[src/rtl/gpio_pkg.sv]
package gpio_pkg;

    localparam int NPIN          = 32;
    localparam int DW            = 32;
    localparam int ADDR_W        = 4;
    localparam int NALT          = 3;
    localparam int FSEL_W        = $clog2(NALT + 1);
    localparam int FSEL_BITS     = NPIN * FSEL_W;
    localparam int CFG_DELAY     = 2;
    localparam int SYNC_STAGES   = 2;
    localparam int PULL_OFF_PINS = 12;

    typedef enum logic [ADDR_W-1:0] {
        A_DATA   = 4'd0,
        A_SET    = 4'd1,
        A_CLR    = 4'd2,
        A_TGL    = 4'd3,
        A_DIR    = 4'd4,
        A_FSELLO = 4'd5,
        A_FSELHI = 4'd6,
        A_QSEL   = 4'd7,
        A_PULL   = 4'd8,
        A_WAKE   = 4'd9
    } reg_addr_e;

    typedef enum logic [1:0] {
        CFG_NONE,
        CFG_FLO,
        CFG_FHI,
        CFG_QSEL
    } cfg_tgt_e;

    typedef struct packed {
        cfg_tgt_e        tgt;
        logic [DW-1:0]   data;
    } cfg_req_t;

    function automatic logic [NPIN-1:0] pull_reset_value();
        logic [NPIN-1:0] v;
        for (int i = 0; i < NPIN; i++) begin
            v[i] = (i >= PULL_OFF_PINS);
        end
        return v;
    endfunction

endpackage

[src/rtl/gpio_sync.sv]
module gpio_sync #(
    parameter int W      = 32,
    parameter int STAGES = 2
) (
    input  logic         clk,
    input  logic         rst_n,
    input  logic [W-1:0] d,
    output logic [W-1:0] q
);
    logic [W-1:0] stg [STAGES];

    always_ff @(posedge clk or negedge rst_n) begin
        if (!rst_n) begin
            for (int s = 0; s < STAGES; s++) begin
                stg[s] <= '0;
            end
        end else begin
            stg[0] <= d;
            for (int s = 1; s < STAGES; s++) begin
                stg[s] <= stg[s-1];
            end
        end
    end

    assign q = stg[STAGES-1];
endmodule

[src/rtl/gpio_cfg_delay.sv]
module gpio_cfg_delay
    import gpio_pkg::*;
#(
    parameter int DEPTH = CFG_DELAY
) (
    input  logic          clk,
    input  logic          rst_n,
    input  cfg_req_t      req_in,
    output logic [DW-1:0] fsel_lo,
    output logic [DW-1:0] fsel_hi,
    output logic [DW-1:0] qsel
);
    cfg_req_t pipe [DEPTH];

    // Delay line: one register per cycle of delay.
    always_ff @(posedge clk or negedge rst_n) begin
        if (!rst_n) begin
            for (int d = 0; d < DEPTH; d++) begin
                pipe[d] <= '{tgt: CFG_NONE, data: '0};
            end
        end else begin
            pipe[0] <= req_in;
            for (int d = 1; d < DEPTH; d++) begin
                pipe[d] <= pipe[d-1];
            end
        end
    end

    // Active configuration, loaded from the last stage of the line.
    always_ff @(posedge clk or negedge rst_n) begin
        if (!rst_n) begin
            fsel_lo <= '0;
            fsel_hi <= '0;
            qsel    <= '0;
        end else begin
            unique case (pipe[DEPTH-1].tgt)
                CFG_FLO:  fsel_lo <= pipe[DEPTH-1].data;
                CFG_FHI:  fsel_hi <= pipe[DEPTH-1].data;
                CFG_QSEL: qsel    <= pipe[DEPTH-1].data;
                default:  ;
            endcase
        end
    end
endmodule

[src/rtl/gpio_pad_mux.sv]
module gpio_pad_mux
    import gpio_pkg::*;
#(
    parameter int N  = NPIN,
    parameter int NA = NALT,
    parameter int FW = FSEL_W
) (
    input  logic [N*FW-1:0] fsel,
    input  logic [N-1:0]    dir,
    input  logic [N-1:0]    latch,
    input  logic [NA*N-1:0] alt_out,
    input  logic [NA*N-1:0] alt_oe,
    output logic [N-1:0]    pad_out,
    output logic [N-1:0]    pad_oe
);
    for (genvar i = 0; i < N; i++) begin : g_pin
        logic [FW-1:0] code;
        assign code = fsel[i*FW +: FW];

        always_comb begin
            pad_out[i] = latch[i];
            pad_oe[i]  = dir[i];
            for (int l = 0; l < NA; l++) begin
                if (int'(code) == l + 1) begin
                    pad_out[i] = alt_out[l*N + i];
                    pad_oe[i]  = alt_oe[l*N + i];
                end
            end
        end
    end
endmodule

[src/rtl/gpio_bank.sv]
module gpio_bank
    import gpio_pkg::*;
(
    input  logic                 clk,
    input  logic                 rst_n,
    input  logic                 bus_wr,
    input  logic [ADDR_W-1:0]    bus_addr,
    input  logic [DW-1:0]        bus_wdata,
    output logic [DW-1:0]        bus_rdata,
    input  logic [NPIN-1:0]      pad_in,
    output logic [NPIN-1:0]      pad_out,
    output logic [NPIN-1:0]      pad_oe,
    input  logic [NALT*NPIN-1:0] alt_out,
    input  logic [NALT*NPIN-1:0] alt_oe,
    output logic [NPIN-1:0]      pull_en,
    output logic [DW-1:0]        qual_sel,
    output logic                 wake_req
);
    localparam logic [NPIN-1:0] PULL_RST = pull_reset_value();

    logic [NPIN-1:0]      latch_q;
    logic [NPIN-1:0]      dir_q;
    logic [NPIN-1:0]      pull_q;
    logic [NPIN-1:0]      wake_q;
    logic [NPIN-1:0]      pin_sync;
    logic [DW-1:0]        fsel_lo;
    logic [DW-1:0]        fsel_hi;
    logic [FSEL_BITS-1:0] fsel_act;
    cfg_req_t             cfg_req;

    // Register file writes: latch and its aliases, direction, pull-ups, wake.
    always_ff @(posedge clk or negedge rst_n) begin
        if (!rst_n) begin
            latch_q <= '0;
            dir_q   <= '0;
            pull_q  <= PULL_RST;
            wake_q  <= '0;
        end else if (bus_wr) begin
            case (bus_addr)
                A_DATA:  latch_q <= bus_wdata[NPIN-1:0];
                A_SET:   latch_q <= latch_q | bus_wdata[NPIN-1:0];
                A_CLR:   latch_q <= latch_q & ~bus_wdata[NPIN-1:0];
                A_TGL:   latch_q <= latch_q ^ bus_wdata[NPIN-1:0];
                A_DIR:   dir_q   <= bus_wdata[NPIN-1:0];
                A_PULL:  pull_q  <= bus_wdata[NPIN-1:0];
                A_WAKE:  wake_q  <= bus_wdata[NPIN-1:0];
                default: ;
            endcase
        end
    end

    // Configuration writes enter the delay line instead of a register.
    always_comb begin
        cfg_req = '{tgt: CFG_NONE, data: bus_wdata};
        if (bus_wr) begin
            case (bus_addr)
                A_FSELLO: cfg_req.tgt = CFG_FLO;
                A_FSELHI: cfg_req.tgt = CFG_FHI;
                A_QSEL:   cfg_req.tgt = CFG_QSEL;
                default:  cfg_req.tgt = CFG_NONE;
            endcase
        end
    end

    gpio_cfg_delay #(.DEPTH(CFG_DELAY)) u_cfg (
        .clk     (clk),
        .rst_n   (rst_n),
        .req_in  (cfg_req),
        .fsel_lo (fsel_lo),
        .fsel_hi (fsel_hi),
        .qsel    (qual_sel)
    );

    assign fsel_act = {fsel_hi, fsel_lo};

    gpio_sync #(.W(NPIN), .STAGES(SYNC_STAGES)) u_sync (
        .clk   (clk),
        .rst_n (rst_n),
        .d     (pad_in),
        .q     (pin_sync)
    );

    gpio_pad_mux #(.N(NPIN), .NA(NALT), .FW(FSEL_W)) u_mux (
        .fsel    (fsel_act),
        .dir     (dir_q),
        .latch   (latch_q),
        .alt_out (alt_out),
        .alt_oe  (alt_oe),
        .pad_out (pad_out),
        .pad_oe  (pad_oe)
    );

    // Read mux.
    always_comb begin
        case (bus_addr)
            A_DATA:                bus_rdata = pin_sync;
            A_SET, A_CLR, A_TGL:   bus_rdata = latch_q;
            A_DIR:                 bus_rdata = dir_q;
            A_FSELLO:              bus_rdata = fsel_lo;
            A_FSELHI:              bus_rdata = fsel_hi;
            A_QSEL:                bus_rdata = qual_sel;
            A_PULL:                bus_rdata = pull_q;
            A_WAKE:                bus_rdata = wake_q;
            default:               bus_rdata = '0;
        endcase
    end

    assign pull_en  = pull_q;
    assign wake_req = |(wake_q & pin_sync);
endmodule

[config.mk]
export PLATFORM = sky130hd
export DESIGN_NAME = gpio_bank
export DESIGN_NICKNAME = d
export VERILOG_FILES = /design/src/rtl/gpio_pkg.sv /design/src/rtl/gpio_sync.sv /design/src/rtl/gpio_cfg_delay.sv /design/src/rtl/gpio_pad_mux.sv /design/src/rtl/gpio_bank.sv
export SDC_FILE = /design/constraint.sdc
export NUM_CORES = 1
export LEC_CHECK = 0
export BUFFER_PORTS_ARGS = -buffer_cell sky130_fd_sc_hd__buf_2
export CORE_ASPECT_RATIO = 0.75
export CORE_MARGIN = 4
export CORE_UTILIZATION = 35
export CTS_CLUSTER_SIZE = 28
export DETAILED_ROUTE_END_ITERATION = 10
export PLACE_DENSITY_LB_ADDON = 0.15
export SLEW_MARGIN = 25
export SYNTH_ARGS = -nofsm -noshare
export SYNTH_HDL_FRONTEND = slang
export SYNTH_SLANG_ARGS = --single-unit
[constraint.sdc]
create_clock -name clk -period 2 [get_ports clk]
set_clock_uncertainty 0.2 [all_clocks]
set_input_delay 0.2 -clock clk [delete_from_list [all_inputs] [get_ports clk]]
set_output_delay 0.2 -clock clk [all_outputs]
set_load 0.1 [all_outputs]
==> metrics <==
status=finished, violations left; violations in the final reports=negative setup slack; GRT Resource Usage Total=roughly a quarter; required time reported for the critical path endpoint=roughly 1600 ps; Worst Setup Slack, final=-610 ps; sequential-to-total area share from yosys stat=51.7%; Routed WL per cell=approximately 26 um; clock buffer count from CTS=40; total length of routed wires=between 60 and 70 mm; deepest clock path buffer count=3; cell leakage power=between 10 and 15 nW; count of final hold-check violations=0; nets in the synthesized netlist=1,620; Worst setup SP type=register; share of the core filled with cells in the final layout=52.1%; Inst Count DP=~2.4k; arrival time of data at the critical path endpoint=approximately 2200 ps; routed vias=around 14k; wl on met1=31.8 mm; average size of a mapped cell=13.4 sq um; distinct cell type count after synthesis=53; most used flip-flop cell after synthesis=sky130_fd_sc_hd__dfrtp_1; dominant cell type by area after synthesis=sky130_fd_sc_hd__dfrtp_1; Max-slew headroom=53.1%; number of levels in the clock H-tree=2; global-route wire length before repair=102 mm; cell row count=70; Port Buf Inserts=423; largest net degree at the start of global routing=between 70 and 80; fillers=4,201; time the final worst path needs with I/O delays and setup=about 2600 ps; total negative setup slack=-15,640 ps; Clock Latency Late Sink=about 540 ps; class of the worst hold path=input pin to register; Warnings, synthesis=0; cell area after technology mapping=0.0173 sq mm; layout cell share with drive strength beyond 1=between 50% and 60%; final instance area=around 0.025 sq mm; number of antenna violations at the first check in global routing=4; max-slew violation total from the final report=0; detailed-router iteration count before antenna repair=5; TritonCTS clock tree=yes; maximum resistive drop on vdd=~0.00070 V; CP max FO=2; effective utilization at floorplan=a little over a third; highest clock rate=0.383 GHz; number of violations reported at the end of detailed-routing iteration 0=about 940; standard cell area after detailed placement=roughly 0.022 sq mm; register with the highest flop count=u_cfg.pipe; number of endpoints failing setup at the final stage=between 90 and 100; final worst path period share=131%; count of nets left with antenna violations after detail routing=0; die area=0.0530 sq mm; global route total overflow=0; number of flip-flops and latches in the synthesized netlist=around 360; Area contributors post-synth=sky130_fd_sc_hd__dfrtp_1 49%, sky130_fd_sc_hd__mux4_2 8.3%, sky130_fd_sc_hd__mux2_2 6.2%; drc violations=0; Post-synth ARST share=100%; Routed met3 length=4.08 mm; amount of wire on met2 after detailed routing=roughly 32 mm; io pins=424; Non-Filler Instances=2,614; Max Cap Viol=0; horizontal extent of the die=around 260 um; placer congestion estimate=0.840; number of flops mapped to enable cells by yosys=0; clk root buf=sky130_fd_sc_hd__clkbuf_16; clock edge transition at the registers on the reported setup and hold paths=60 ps; unrepaired setup endpoints after global routing=true; post-DR vias/cell=around 5.4; number of clock sinks=~360; number of nets in the finished design=between 2k and 2.5k; uppermost metal layer occupied by signal nets=met5; hpwl dp=between 50 and 60 mm; area share of the leading cell type in the synthesized netlist=48.7%; flip-flop count of the largest register after layout=around 70; Pwr Density=1170 mW/mm^2; crit path capture type=output pin; area inside the core boundary=about 0.049 sq mm; area overhead of the layout relative to synthesis=47.1%; post-synthesis cell count=between 1k and 1.5k; WS Path Type=register to output pin; Die Y-Extent=approximately 200 um; number of global-route vias before repair=~15k; slew at the pin closest to its max-slew limit=around 700 ps
==> per-stage QoR <==
stage,total power [mW],hold WS (ps),worst slack (ps)
6_report,29.6,97.5,-610
5_1_grt,30.7,76.4,-636
4_1_cts,29.5,70.3,-645
3_5_place_dp,20.4,-121,-383
3_3_place_gp,20.3,-119,-418
2_1_floorplan,17.4,-296,-804
==> cell usage in the layout, fill, tap and decap left out, drive strengths merged, types with 21 or more instances in the layout <==
cell type,synthesis,layout
mux4,64,64
inv,65,67
clkbuf,31,64
a21oi,47,47
nor3,34,34
ha,64,64
a211o,26,26
o21ai,33,33
nand2,68,68
dfrtp,336,336
a221oi,32,32
mux2i,36,36
a22oi,68,68
buf,59,616
a211oi,36,36
mux2,163,163
dlygate4sd3,0,67
o22ai,21,21
==> critical path: stages, from the launching register on <==
cell	delay (ps)
sky130_fd_sc_hd__dfrtp_1	390
sky130_fd_sc_hd__a22oi_1	220
sky130_fd_sc_hd__buf_4	140
sky130_fd_sc_hd__nand4_1	190
sky130_fd_sc_hd__or4_4	530
sky130_fd_sc_hd__buf_12	200
==> cell usage after synthesis (2+ instances only) <==
library cell and instances:
sky130_fd_sc_hd__a211o_1 26, sky130_fd_sc_hd__and3_1 4, sky130_fd_sc_hd__nand2b_1 3, sky130_fd_sc_hd__clkbuf_1 31
sky130_fd_sc_hd__o32ai_1 3, sky130_fd_sc_hd__mux2_4 30, sky130_fd_sc_hd__dfstp_2 20, sky130_fd_sc_hd__nor2_2 2
sky130_fd_sc_hd__a221oi_2 20, sky130_fd_sc_hd__buf_6 10, sky130_fd_sc_hd__buf_2 35, sky130_fd_sc_hd__a221oi_1 12
sky130_fd_sc_hd__nand4_1 4, sky130_fd_sc_hd__and2_1 2, sky130_fd_sc_hd__a21oi_1 47, sky130_fd_sc_hd__a31oi_1 4
sky130_fd_sc_hd__ha_1 64, sky130_fd_sc_hd__inv_1 64, sky130_fd_sc_hd__a32oi_1 3, sky130_fd_sc_hd__nor3_1 32
sky130_fd_sc_hd__mux2i_1 36, sky130_fd_sc_hd__nand2_1 67, sky130_fd_sc_hd__nor2_1 8, sky130_fd_sc_hd__nor2b_1 5
sky130_fd_sc_hd__buf_4 8, sky130_fd_sc_hd__mux2_1 38, sky130_fd_sc_hd__a22oi_1 68, sky130_fd_sc_hd__o211ai_1 6
sky130_fd_sc_hd__mux4_2 64, sky130_fd_sc_hd__or3_1 4, sky130_fd_sc_hd__nand3_1 6, sky130_fd_sc_hd__dfrtp_1 336
sky130_fd_sc_hd__o21ai_1 33, sky130_fd_sc_hd__mux2_2 95, sky130_fd_sc_hd__a22o_1 6, sky130_fd_sc_hd__o221ai_1 2
sky130_fd_sc_hd__o2bb2ai_1 16, sky130_fd_sc_hd__nor4bb_1 4, sky130_fd_sc_hd__buf_1 6, sky130_fd_sc_hd__a211oi_1 36
sky130_fd_sc_hd__o22ai_1 21
==> path summary, 6_finish.rpt <==
path / cells past startpoint / slack [ps] / start / to
worst max-delay path: 5 / -610 / u_sync.q[18]$_DFF_PN0_ / wake_req
worst min-delay path: 2 / 100 / pad_in[16] / u_sync.stg[48]$_DFF_PN0_
worst max register to register: 3 / 290 / u_cfg.pipe[33]$_DFF_PN0_ / u_cfg.fsel_hi[5]$_DFFE_PN0N_
worst min register to register: 0 / 150 / u_cfg.pipe[35]$_DFF_PN0_ / u_cfg.pipe[1]$_DFF_PN0_
max in group asynchronous: 3 / 300 / rst_n / u_sync.q[23]$_DFF_PN0_
min in group asynchronous: 2 / 120 / rst_n / pull_en[25]$_DFFE_PN1P_
==> metal layers <==
layer | up-vias | global-route usage [%]
li1 | 6205 | -
met1 | 7351 | 36.9
met2 | 481 | 40.3
met3 | 81 | 4.90
met4 | 2 | 4.83
met5 | - | 0
==> repair_timing <==
| item | CTS | global route |
|---|---|---|
| hold endpoints to repair | 540 | 0 |
| hold buffers | 67 | 0 |
| setup endpoints to repair | 99 | 97 |
| resized for setup | 270 | 58 |
| setup buffers | 32 | 14 |
| pin swaps | 60 | 26 |
==> power by group <==
part	leakage [nW]	internal, mW	switching [mW]
logic	6.80	4.26	7.71
registers	4.15	8.39	1.48
clock network	0.679	4.73	3.06
==> area by class of cell <==
class | instances | area (sq um) | area share, %
Antenna cell | 2 | 5.00 | 0.0197
Clock buffer | 60 | 1180 | 4.63
Clock inverter | 14 | 209 | 0.822
Inverter | 65 | 244 | 0.960
Multi-Input combinational cell | 782 | 8070 | 31.8
Sequential cell | 356 | 9050 | 35.6
Tap cell | 648 | 811 | 3.19
Timing Repair Buffer | 687 | 5840 | 23.0
==> logic make-up (layout without fill, tap and decap cells) <==
| logic type | count (synthesis) | after routing | share of synthesized area (%) |
|---|---|---|---|
| compound gates | 305 | 305 | 13.3 |
| fa+ha+maj | 64 | 64 | 4.63 |
| buf+inv | 155 | 826 | 4.23 |
| flops | 356 | 356 | 51.7 |
| mux | 263 | 263 | 21.7 |
| other cells | 0 | 2 | 0 |
| simple gates | 150 | 150 | 4.46 |
(Power assumes the default switching activity.)
